===== config.mk =====
export PLATFORM = sky130hd
export DESIGN_NAME = hbp_port
export DESIGN_NICKNAME = d
export VERILOG_FILES = /design/src/rtl/hbp_pkg.sv /design/src/rtl/hbp_fifo.sv /design/src/rtl/hbp_wr_path.sv /design/src/rtl/hbp_rd_path.sv /design/src/rtl/hbp_port.sv
export SDC_FILE = /design/constraint.sdc
export NUM_CORES = 1
export LEC_CHECK = 0
export ABC_AREA = 1
export BUFFER_PORTS_ARGS = -buffer_cell sky130_fd_sc_hd__buf_2
export CORE_AREA = 2 2 139 141
export CTS_BUF_LIST = sky130_fd_sc_hd__clkbuf_4 sky130_fd_sc_hd__clkbuf_8
export DETAILED_ROUTE_END_ITERATION = 16
export DIE_AREA = 0 0 141 143
export PLACE_DENSITY_LB_ADDON = 0.3
export SYNTH_ARGS = -nofsm -noshare
export SYNTH_HDL_FRONTEND = slang
export SYNTH_SLANG_ARGS = --single-unit

===== constraint.sdc =====
create_clock -name clk -period 8.02 [get_ports clk]
set_input_delay 1.203 -clock clk [delete_from_list [all_inputs] [get_ports clk]]
set_output_delay 1.203 -clock clk [all_outputs]
set_load 0.1 [all_outputs]

===== src/rtl/hbp_pkg.sv =====
package hbp_pkg;

    typedef logic [7:0] byte_t;

    typedef struct packed {
        byte_t first;
        byte_t second;
    } pair_t;

    typedef enum logic { XFER_BYTE = 1'b0, XFER_WORD = 1'b1 } xfer_e;
    typedef enum logic { ORDER_LOW_FIRST = 1'b0, ORDER_HIGH_FIRST = 1'b1 } order_e;

    function automatic pair_t split_word(input logic [15:0] w, input order_e o);
        pair_t p;
        if (o == ORDER_HIGH_FIRST) begin
            p.first  = w[15:8];
            p.second = w[7:0];
        end else begin
            p.first  = w[7:0];
            p.second = w[15:8];
        end
        return p;
    endfunction

    function automatic logic [15:0] join_word(input pair_t p, input order_e o);
        return (o == ORDER_HIGH_FIRST) ? {p.first, p.second} : {p.second, p.first};
    endfunction

endpackage


===== src/rtl/hbp_fifo.sv =====
module hbp_fifo
    import hbp_pkg::*;
#(
    parameter int DEPTH = 8,
    localparam int AW = $clog2(DEPTH),
    localparam int CW = $clog2(DEPTH + 1)
) (
    input  logic          clk,
    input  logic          rst,
    input  logic [1:0]    push_n,
    input  pair_t         push_pair,
    input  logic [1:0]    pop_n,
    output pair_t         head,
    output logic [CW-1:0] count
);
    localparam logic [CW-1:0] DEPTH_C = CW'(DEPTH);

    byte_t         mem [DEPTH];
    logic [AW-1:0] wptr, rptr;
    logic [CW-1:0] free_c;
    logic          push_ok, pop_ok;

    assign free_c  = DEPTH_C - count;
    assign push_ok = (CW'(push_n) <= free_c);
    assign pop_ok  = (CW'(pop_n) <= count);

    assign head.first  = mem[rptr];
    assign head.second = mem[rptr + AW'(1)];

    always_ff @(posedge clk) begin
        if (push_ok && push_n != 2'd0) begin
            mem[wptr] <= push_pair.first;
            if (push_n == 2'd2)
                mem[wptr + AW'(1)] <= push_pair.second;
        end
    end

    always_ff @(posedge clk) begin
        if (rst) begin
            wptr  <= '0;
            rptr  <= '0;
            count <= '0;
        end else begin
            if (push_ok) wptr <= wptr + AW'(push_n);
            if (pop_ok)  rptr <= rptr + AW'(pop_n);
            count <= count + (push_ok ? CW'(push_n) : '0) - (pop_ok ? CW'(pop_n) : '0);
        end
    end

endmodule


===== src/rtl/hbp_wr_path.sv =====
module hbp_wr_path
    import hbp_pkg::*;
#(
    parameter int DEPTH = 8,
    localparam int CW = $clog2(DEPTH + 1),
    localparam int NW = CW + 1
) (
    input  logic          clk,
    input  logic          rst,
    input  logic          req,
    input  xfer_e         mode,
    input  order_e        order,
    input  logic [15:0]   wdata,
    input  logic [CW-1:0] count,
    output logic [1:0]    push_n,
    output pair_t         push_pair,
    output logic          overflow
);
    localparam logic [NW-1:0] DEPTH_V = NW'(DEPTH);

    logic [NW-1:0] need;
    logic          accept;

    assign need   = (mode == XFER_WORD) ? NW'(2) : NW'(1);
    assign accept = req && (({1'b0, count} + need) <= DEPTH_V);
    assign push_n = accept ? need[1:0] : 2'd0;

    always_comb begin
        if (mode == XFER_WORD) begin
            push_pair = split_word(wdata, order);
        end else begin
            push_pair.first  = wdata[7:0];
            push_pair.second = '0;
        end
    end

    always_ff @(posedge clk) begin
        if (rst)                  overflow <= 1'b0;
        else if (req && !accept)  overflow <= 1'b1;
    end

endmodule


===== src/rtl/hbp_rd_path.sv =====
module hbp_rd_path
    import hbp_pkg::*;
#(
    parameter int DEPTH = 8,
    localparam int CW = $clog2(DEPTH + 1)
) (
    input  logic          clk,
    input  logic          rst,
    input  logic          req,
    input  xfer_e         mode,
    input  order_e        order,
    input  pair_t         head,
    input  logic [CW-1:0] count,
    output logic [1:0]    pop_n,
    output logic [15:0]   rdata,
    output logic          underflow
);
    logic [CW-1:0] need;
    logic          accept;

    assign need   = (mode == XFER_WORD) ? CW'(2) : CW'(1);
    assign accept = req && (need <= count);
    assign pop_n  = accept ? need[1:0] : 2'd0;

    always_ff @(posedge clk) begin
        if (rst) begin
            rdata     <= '0;
            underflow <= 1'b0;
        end else if (req) begin
            if (!accept) begin
                rdata     <= '0;
                underflow <= 1'b1;
            end else if (mode == XFER_WORD) begin
                rdata <= join_word(head, order);
            end else begin
                rdata <= {8'h00, head.first};
            end
        end
    end

endmodule


===== src/rtl/hbp_port.sv =====
module hbp_port
    import hbp_pkg::*;
#(
    parameter int DEPTH = 8,
    localparam int CW = $clog2(DEPTH + 1)
) (
    input  logic        clk,
    input  logic        rst,
    input  logic        host_sel,
    input  logic        host_wr,
    input  logic        host_rd,
    input  logic [15:0] host_wdata,
    input  logic        cfg_word,
    input  logic        cfg_swap,
    output logic [15:0] host_rdata,
    output logic        tx_push,
    output logic        rx_pop,
    input  logic        tx_pop,
    output logic [7:0]  tx_data,
    output logic        tx_full,
    output logic        tx_empty,
    input  logic        rx_push,
    input  logic [7:0]  rx_data,
    output logic        rx_full,
    output logic        rx_empty,
    output logic        tx_overflow,
    output logic        rx_underflow
);
    localparam logic [CW-1:0] DEPTH_C = CW'(DEPTH);

    xfer_e         mode;
    order_e        order;
    logic [1:0]    tx_push_n, rx_pop_n;
    pair_t         tx_in_pair, tx_head, rx_head, rx_in_pair;
    logic [CW-1:0] tx_count, rx_count;

    assign mode  = cfg_word ? XFER_WORD : XFER_BYTE;
    assign order = cfg_swap ? ORDER_HIGH_FIRST : ORDER_LOW_FIRST;

    hbp_wr_path #(.DEPTH(DEPTH)) u_wr (
        .clk(clk), .rst(rst), .req(host_sel && host_wr), .mode(mode), .order(order),
        .wdata(host_wdata), .count(tx_count), .push_n(tx_push_n),
        .push_pair(tx_in_pair), .overflow(tx_overflow)
    );

    hbp_fifo #(.DEPTH(DEPTH)) u_tx_fifo (
        .clk(clk), .rst(rst), .push_n(tx_push_n), .push_pair(tx_in_pair),
        .pop_n({1'b0, tx_pop}), .head(tx_head), .count(tx_count)
    );

    assign rx_in_pair.first  = rx_data;
    assign rx_in_pair.second = '0;

    hbp_fifo #(.DEPTH(DEPTH)) u_rx_fifo (
        .clk(clk), .rst(rst), .push_n({1'b0, rx_push}), .push_pair(rx_in_pair),
        .pop_n(rx_pop_n), .head(rx_head), .count(rx_count)
    );

    hbp_rd_path #(.DEPTH(DEPTH)) u_rd (
        .clk(clk), .rst(rst), .req(host_sel && host_rd), .mode(mode), .order(order),
        .head(rx_head), .count(rx_count), .pop_n(rx_pop_n),
        .rdata(host_rdata), .underflow(rx_underflow)
    );

    assign tx_push  = (tx_push_n != 2'd0);
    assign rx_pop   = (rx_pop_n != 2'd0);
    assign tx_data  = tx_head.first;
    assign tx_full  = (tx_count == DEPTH_C);
    assign tx_empty = (tx_count == '0);
    assign rx_full  = (rx_count == DEPTH_C);
    assign rx_empty = (rx_count == '0);

endmodule


==> out/qor.txt, run 1 <==
Outcome: finished clean
GPL Wtd Cong: 0.894
Clock latency at the later pin of the worst-skew pair: 0.47 ns
Hold_buf cts: 0
Largest stage delay on the critical path: 1.00 ns
DR WL/cell: 17.3 um
Via/cell ratio: 5.57
Pre-antenna DRT Iters: 6
Clock buffer count from CTS: 17
Layout Cells excl Fill: 1,369
Post-synthesis sequential area ratio: 51.2%
Final Cycle Share: 66.9%
Mapped Area: 9230 um^2
H-tree levels: 4
Max VDD drop: 0.249 mV
Slew HR: 19.0%
Worst setup EP type: register
Fin crit period: 5.37 ns
First-pass GRT wire length: 37,000 um
Clk_skew: 0.0161 ns
Net Count, Synth: 1,156
Largest net degree at the start of global routing: 50
Core ar.: 18,600 um^2
# nets final: 1,194
Top cells by area, synth: edfxtp_1 (42%), nand2_1 (10%), dfxtp_1 (9.5%)
Worst Min Path Start: u_rd.rdata[15]
Fin Hold WS: 0.467 ns
Share of cells above drive strength 1: 10.3%
Routed WL: 23,800 um
Post-synth top area share: 41.6%
# Post-CTS Setup Buffers: 0
FF-to-FF Start: u_tx_fifo.count[0]
Final ANT Viol Nets: 0
Critical Path Stages: 19
CP Class: input port to register
Number of synthesized register bits: 172
Final TNS setup: 0 ns
Count of cell types in the netlist: 39
Hold path depth: 2
Post-Syn Instances: 1,084
Slowest-stage cell, CP: o21ai_0
DRT iter0 DRCs: 855
CTS tree: yes
Cell family with most CP delay: simple AND/OR/NAND/NOR gates
Clock sinks: 172
Ports: 65
Power Dens Cells: 336 nW/um^2
DRC: 0
Synth Area per Inst: 8.52 um^2
Die W: 141 um
Req. time, crit path: 8.11 ns
Root Buffer: clkbuf_8
Ant diodes: 0
# resized after CTS: 0
Util after Layout: 53.9%
Global-route total usage across every layer: 24.1%
R2R depth: 17
Yosys top cell by area: edfxtp_1
Worst Tran Pin Value: 1.20 ns
LEAKAGE: 4.24 nW
Die Height: 143 um
Clock buffer depth: 2
Max-slew violations: 0
Antenna violations before repair: 1
Total Die Area: 20,200 um^2
Worst setup path start: cfg_word
Fmax: 0.186 GHz
Critical path arrival: 5.46 ns
Max-Cap Viols: 0
Via count: 7,630
Final Setup Violations: 0
Min-Delay Path Class: register to register
Port bufs: 64
CP max FO: 10
RSZ-0062 raised after global routing: false
Worst-path clk slew: 0.09 ns
Inst Count DP: 1,337
Final hold vios: 0
Post-DP HPWL: 16,300 um
Initial Utilization: 49.7%
Cell Rows: 50
Crit path launch type: input port
Vias in the first global route: 6,956
Crit path buf inv count: 4
P&R area growth vs syn: 8.44%
YS warnings: 0
Critical-path cell list: buf_2 > clkinv_1 > ha_1 > fa_1 > nor2_1 > nand3_2 > nand3_2 > nand2_1 > nor2_1 > inv_1 > nor2_1 > inv_1 > ha_1 > o21ai_0 > nand3_1 > nor2_4 > nand2_1 > nand2_1 > o21ai_0
GR Overflow Total: 0
path summary, 6_finish.rpt:
check | end | slack, ns
worst max register to register | u_tx_fifo.mem[1][2] | 3.72
worst min register to register | u_rd.rdata[15] | 0.47
worst max-delay path | u_tx_fifo.mem[1][2] | 2.65
worst min-delay path | u_rd.rdata[15] | 0.47
state kept, by name, summed over array words and instances (netlist names), named ones only:
signal           cells
u_rd.rdata          16
u_rd.underflow       1
u_rx_fifo.count      4
u_rx_fifo.mem       64
u_rx_fifo.rptr       3
u_rx_fifo.wptr       3
u_tx_fifo.count      4
u_tx_fifo.mem       64
u_tx_fifo.rptr       3
u_tx_fifo.wptr       3
u_wr.overflow        1
cell families after synthesis:
family / synth area share (%)
compound gates: 14.3
xor+xnor: 0.569
fa+ha+maj: 5.69
buf+inv: 6.33
flops: 51.2
simple gates: 22.0
cells in the mapped netlist:
cell type	count
a211oi_1	1
a21o_1	1
a21oi_1	71
a31oi_1	8
and2_1	10
and3_1	2
buf_1	8
buf_2	5
buf_6	8
clkbuf_1	28
clkinv_1	3
dfxtp_1	44
edfxtp_1	128
fa_1	5
ha_1	34
inv_1	85
inv_2	1
nand2_1	248
nand2_2	1
nand2_4	8
nand3_1	78
nand3_2	2
nand4_1	1
nand4_4	1
nor2_1	116
nor2_4	1
nor2_8	1
nor3_1	2
o21a_1	1
o21ai_0	83
o21ai_1	80
o21ai_2	1
o21bai_1	1
o22ai_1	8
o31ai_1	1
or2_2	1
or3_1	1
xnor2_1	3
xor2_1	3
stage by stage:
step | worst slack (ns) | total power, mW | area [um^2]
floorplan | 1.86 | 2.43 | 9230
global placement | 2.33 | 2.75 | 9630
detailed placement | 2.15 | 2.76 | 9630
CTS | 2.66 | 3.36 | 10000
global route | 2.27 | 3.57 | 10000
finish | 2.65 | 3.36 | 10000
report_power, final:
group	internal, mW	leakage [nW]	switching (mW)
logic	0.399	2.53	1.19
registers	1.08	1.52	0.0894
clock network	0.264	0.188	0.339
total	1.74	4.24	1.62
worst reg2reg max path, cell delays in order, from the launching register on:
cell	delay, ns
dfxtp_1	0.43
ha_1	0.25
fa_1	0.43
nor2_1	0.14
nand3_2	0.09
nand3_2	0.10
nand2_1	0.07
nor2_1	0.19
inv_1	0.06
nor2_1	0.16
inv_1	0.06
ha_1	0.28
o21ai_0	0.07
nand3_1	0.13
nor2_4	0.07
nand2_1	0.16
nand2_1	0.24
o21ai_0	1.00
layout make-up:
cell class	instances	area [um^2]
clock inverter	12	130
inverter	89	334
tap	234	293
sequential	172	4720
timing repair buffer	68	350
clock buffer	20	256
fill	1692	8570
multi-input combinational	774	3930
placed cells by master (no fill, tap or decap), drive strengths merged, types with 34 or more instances in the layout:
| master | Yosys | layout |
|---|---|---|
| a21oi | 71 | 71 |
| buf | 21 | 68 |
| dfxtp | 44 | 44 |
| edfxtp | 128 | 128 |
| ha | 34 | 34 |
| inv | 86 | 91 |
| nand2 | 257 | 257 |
| nand3 | 80 | 80 |
| nor2 | 118 | 118 |
| o21ai | 164 | 164 |
layer usage:
layer	GRT usage, %	vias to the layer above	wire length (um)
met1	34.1	3426	10400
met4	9.63	2	673
met3	4.66	57	2120
li1	-	3757	-
met5	0	-	7
met2	36.7	388	10600
Power figures use the tool's default switching activity.
==> run 2, diff against run 1 <==
Clock period 8.02 ns to 5.2 ns, I/O delays scaled along.
==> run 2 against run 1 <==
Compared with the run above: clock power rose by 69%; utilization rose by 0.45 points; worst setup slack got worse by 1.8 ns; worst hold slack improved by 0.00087 ns; largest power group unchanged.
==> out/qor.txt, run 2 (same netlist as run 1, synthesis figures left out) <==
Outcome: finished clean
Total Die Area: 20,200 um^2 (unchanged)
Slew HR: 20.3% (+1.4 points)
Clock sinks: 172 (unchanged)
Worst setup EP type: register
Die Height: 143 um (unchanged)
Pre-antenna DRT Iters: 6 (unchanged)
Die W: 141 um (unchanged)
Final hold vios: 0 (unchanged)
CTS tree: yes
Final Cycle Share: 84.3%
GR Overflow Total: 0 (unchanged)
H-tree levels: 4 (unchanged)
DRT iter0 DRCs: 917 (+7.3%)
Core ar.: 18,600 um^2 (unchanged)
Slowest-stage cell, CP: o21ai_0
Crit path buf inv count: 4 (unchanged)
Max VDD drop: 0.431 mV (+73%)
Antenna violations before repair: 1 (unchanged)
CP Class: input port to register
Critical path arrival: 4.47 ns (-0.99 ns)
Power Dens Cells: 523 nW/um^2 (+56%)
# Post-CTS Setup Buffers: 0 (unchanged)
Via/cell ratio: 5.57 (about the same)
Multi-input logic area: 3930 um^2 (+0.19%)
Largest regs: u_rx_fifo.mem (64), u_tx_fifo.mem (64), u_rd.rdata (16)
Largest net degree at the start of global routing: 51 (+2.0%)
Fmax: 0.228 GHz
Layout Cells excl Fill: 1,374 (+0.37%)
Worst path most repeated cell: nand2_1
DR WL/cell: 16.9 um (-2.4%)
Via count: 7,660 (+0.39%)
Final-layout fill cell count: 1,692 (unchanged)
Max-slew violations: 0 (unchanged)
Final Setup Violations: 0 (unchanged)
Cell Rows: 50 (unchanged)
# nets final: 1,198 (+0.34%)
Clock buffer count from CTS: 17 (unchanged)
RSZ-0062 raised after global routing: false
Critical-path cell list: buf_2 > clkinv_1 > ha_1 > fa_1 > nor2_1 > nand3_2 > nand3_2 > nand2_1 > nor2_4 > inv_1 > nor2_1 > inv_1 > ha_1 > o21ai_0 > nand3_1 > nor2_4 > nand2_1 > nand2_1 > o21ai_0
Final TNS setup: 0 ns (unchanged)
Routed WL: 23,300 um (-2.1%)
Post-DP HPWL: 16,000 um (-1.9%)
Hold path depth: 2 (unchanged)
R2R depth: 17 (unchanged)
GPL Wtd Cong: 0.877 (-1.9%)
P&R area growth vs syn: 9.35%
Largest stage delay on the critical path: 0.99 ns (about the same)
CP max FO: 8 (-2)
Inst Count DP: 1,341 (+0.30%)
Initial Utilization: 49.7% (unchanged)
Fin crit period: 4.39 ns
Vias in the first global route: 6,963 (+0.10%)
Share of cells above drive strength 1: 10.6% (+0.31 points)
Clock buffer depth: 2 (unchanged)
First-pass GRT wire length: 36,900 um (-0.26%)
Commonest cells after routing, fill and taps aside: nand2_1 (248), edfxtp_1 (128), nor2_1 (115)
Worst-path clk slew: 0.09 ns (about the same)
Global-route total usage across every layer: 24.0% (-0.088 points)
Crit path launch type: input port
Port bufs: 64 (unchanged)
Root Buffer: clkbuf_8
Final ANT Viol Nets: 0 (unchanged)
Cell family with most CP delay: simple AND/OR/NAND/NOR gates
Worst Tran Pin Value: 1.18 ns (-0.0202 ns)
Max-Cap Viols: 0 (unchanged)
Clock latency at the later pin of the worst-skew pair: 0.47 ns (about the same)
Commonest non-fill, non-tap cell in the layout: nand2_1
DRC: 0 (unchanged)
Req. time, crit path: 5.29 ns (-2.82 ns)
# resized after CTS: 0 (unchanged)
Min-Delay Path Class: register to register
Storage element area: 4720 um^2 (unchanged)
Clk_skew: 0.0122 ns (-0.00385 ns)
LEAKAGE: 4.29 nW (+1.3%)
Hold_buf cts: 0 (unchanged)
Critical Path Stages: 19 (unchanged)
Ports: 65 (unchanged)
-- run 2: routing by layer --
layer  vias up  track usage (%)  wire, um
met4         0             8.32       567
met3        44             5.10      2790
met1      3422             35.4     10200
li1       3754                -         -
met5         -                0         0
met2       440             35.2      9680
-- run 2: tightest hold or removal path: stages (launching register included) --
cell     delay (ns)
dfxtp_1        0.32
nand2_1        0.06
a21oi_1        0.05
-- run 2: final cells by class --
cell class | count | share of cell area, %
flip-flops and latches | 172 | 46.8
clock buffers | 17 | 2.32
diodes | 1 | 0.0248
clock inverters | 15 | 1.95
multi-input cells | 774 | 38.9
inverters | 89 | 3.31
repair buffers | 72 | 3.77
well taps | 234 | 2.90
-- run 2: final timing paths --
kind / from / end / slack, ns
setup / recovery: cfg_word / u_tx_fifo.mem[3][6] / 0.81
hold reg to reg: u_rd.rdata[0] / u_rd.rdata[0] / 0.47
setup reg to reg: u_tx_fifo.count[0] / u_tx_fifo.mem[3][6] / 0.91
hold / removal: u_rd.rdata[0] / u_rd.rdata[0] / 0.47
-- run 2: through the flow --
step	hold WS, ns	setup WS [ns]	area, um^2	power [mW]	utilization [%]
2_1_floorplan	0.456	0.291	9240	3.75	-
3_3_place_gp	0.452	0.513	9660	4.23	52.0
3_5_place_dp	0.452	0.341	9660	4.27	52.0
4_1_cts	0.470	0.852	10100	5.27	54.3
5_1_grt	0.479	0.505	10100	5.62	54.3
6_report	0.468	0.814	10100	5.29	54.3
-- run 2: power breakdown --
group | total [mW] | internal [mW] | switching [mW]
clock network | 1.02 | 0.523 | 0.493
registers | 1.79 | 1.66 | 0.121
logic | 2.48 | 0.619 | 1.86
total | 5.29 | 2.81 | 2.48
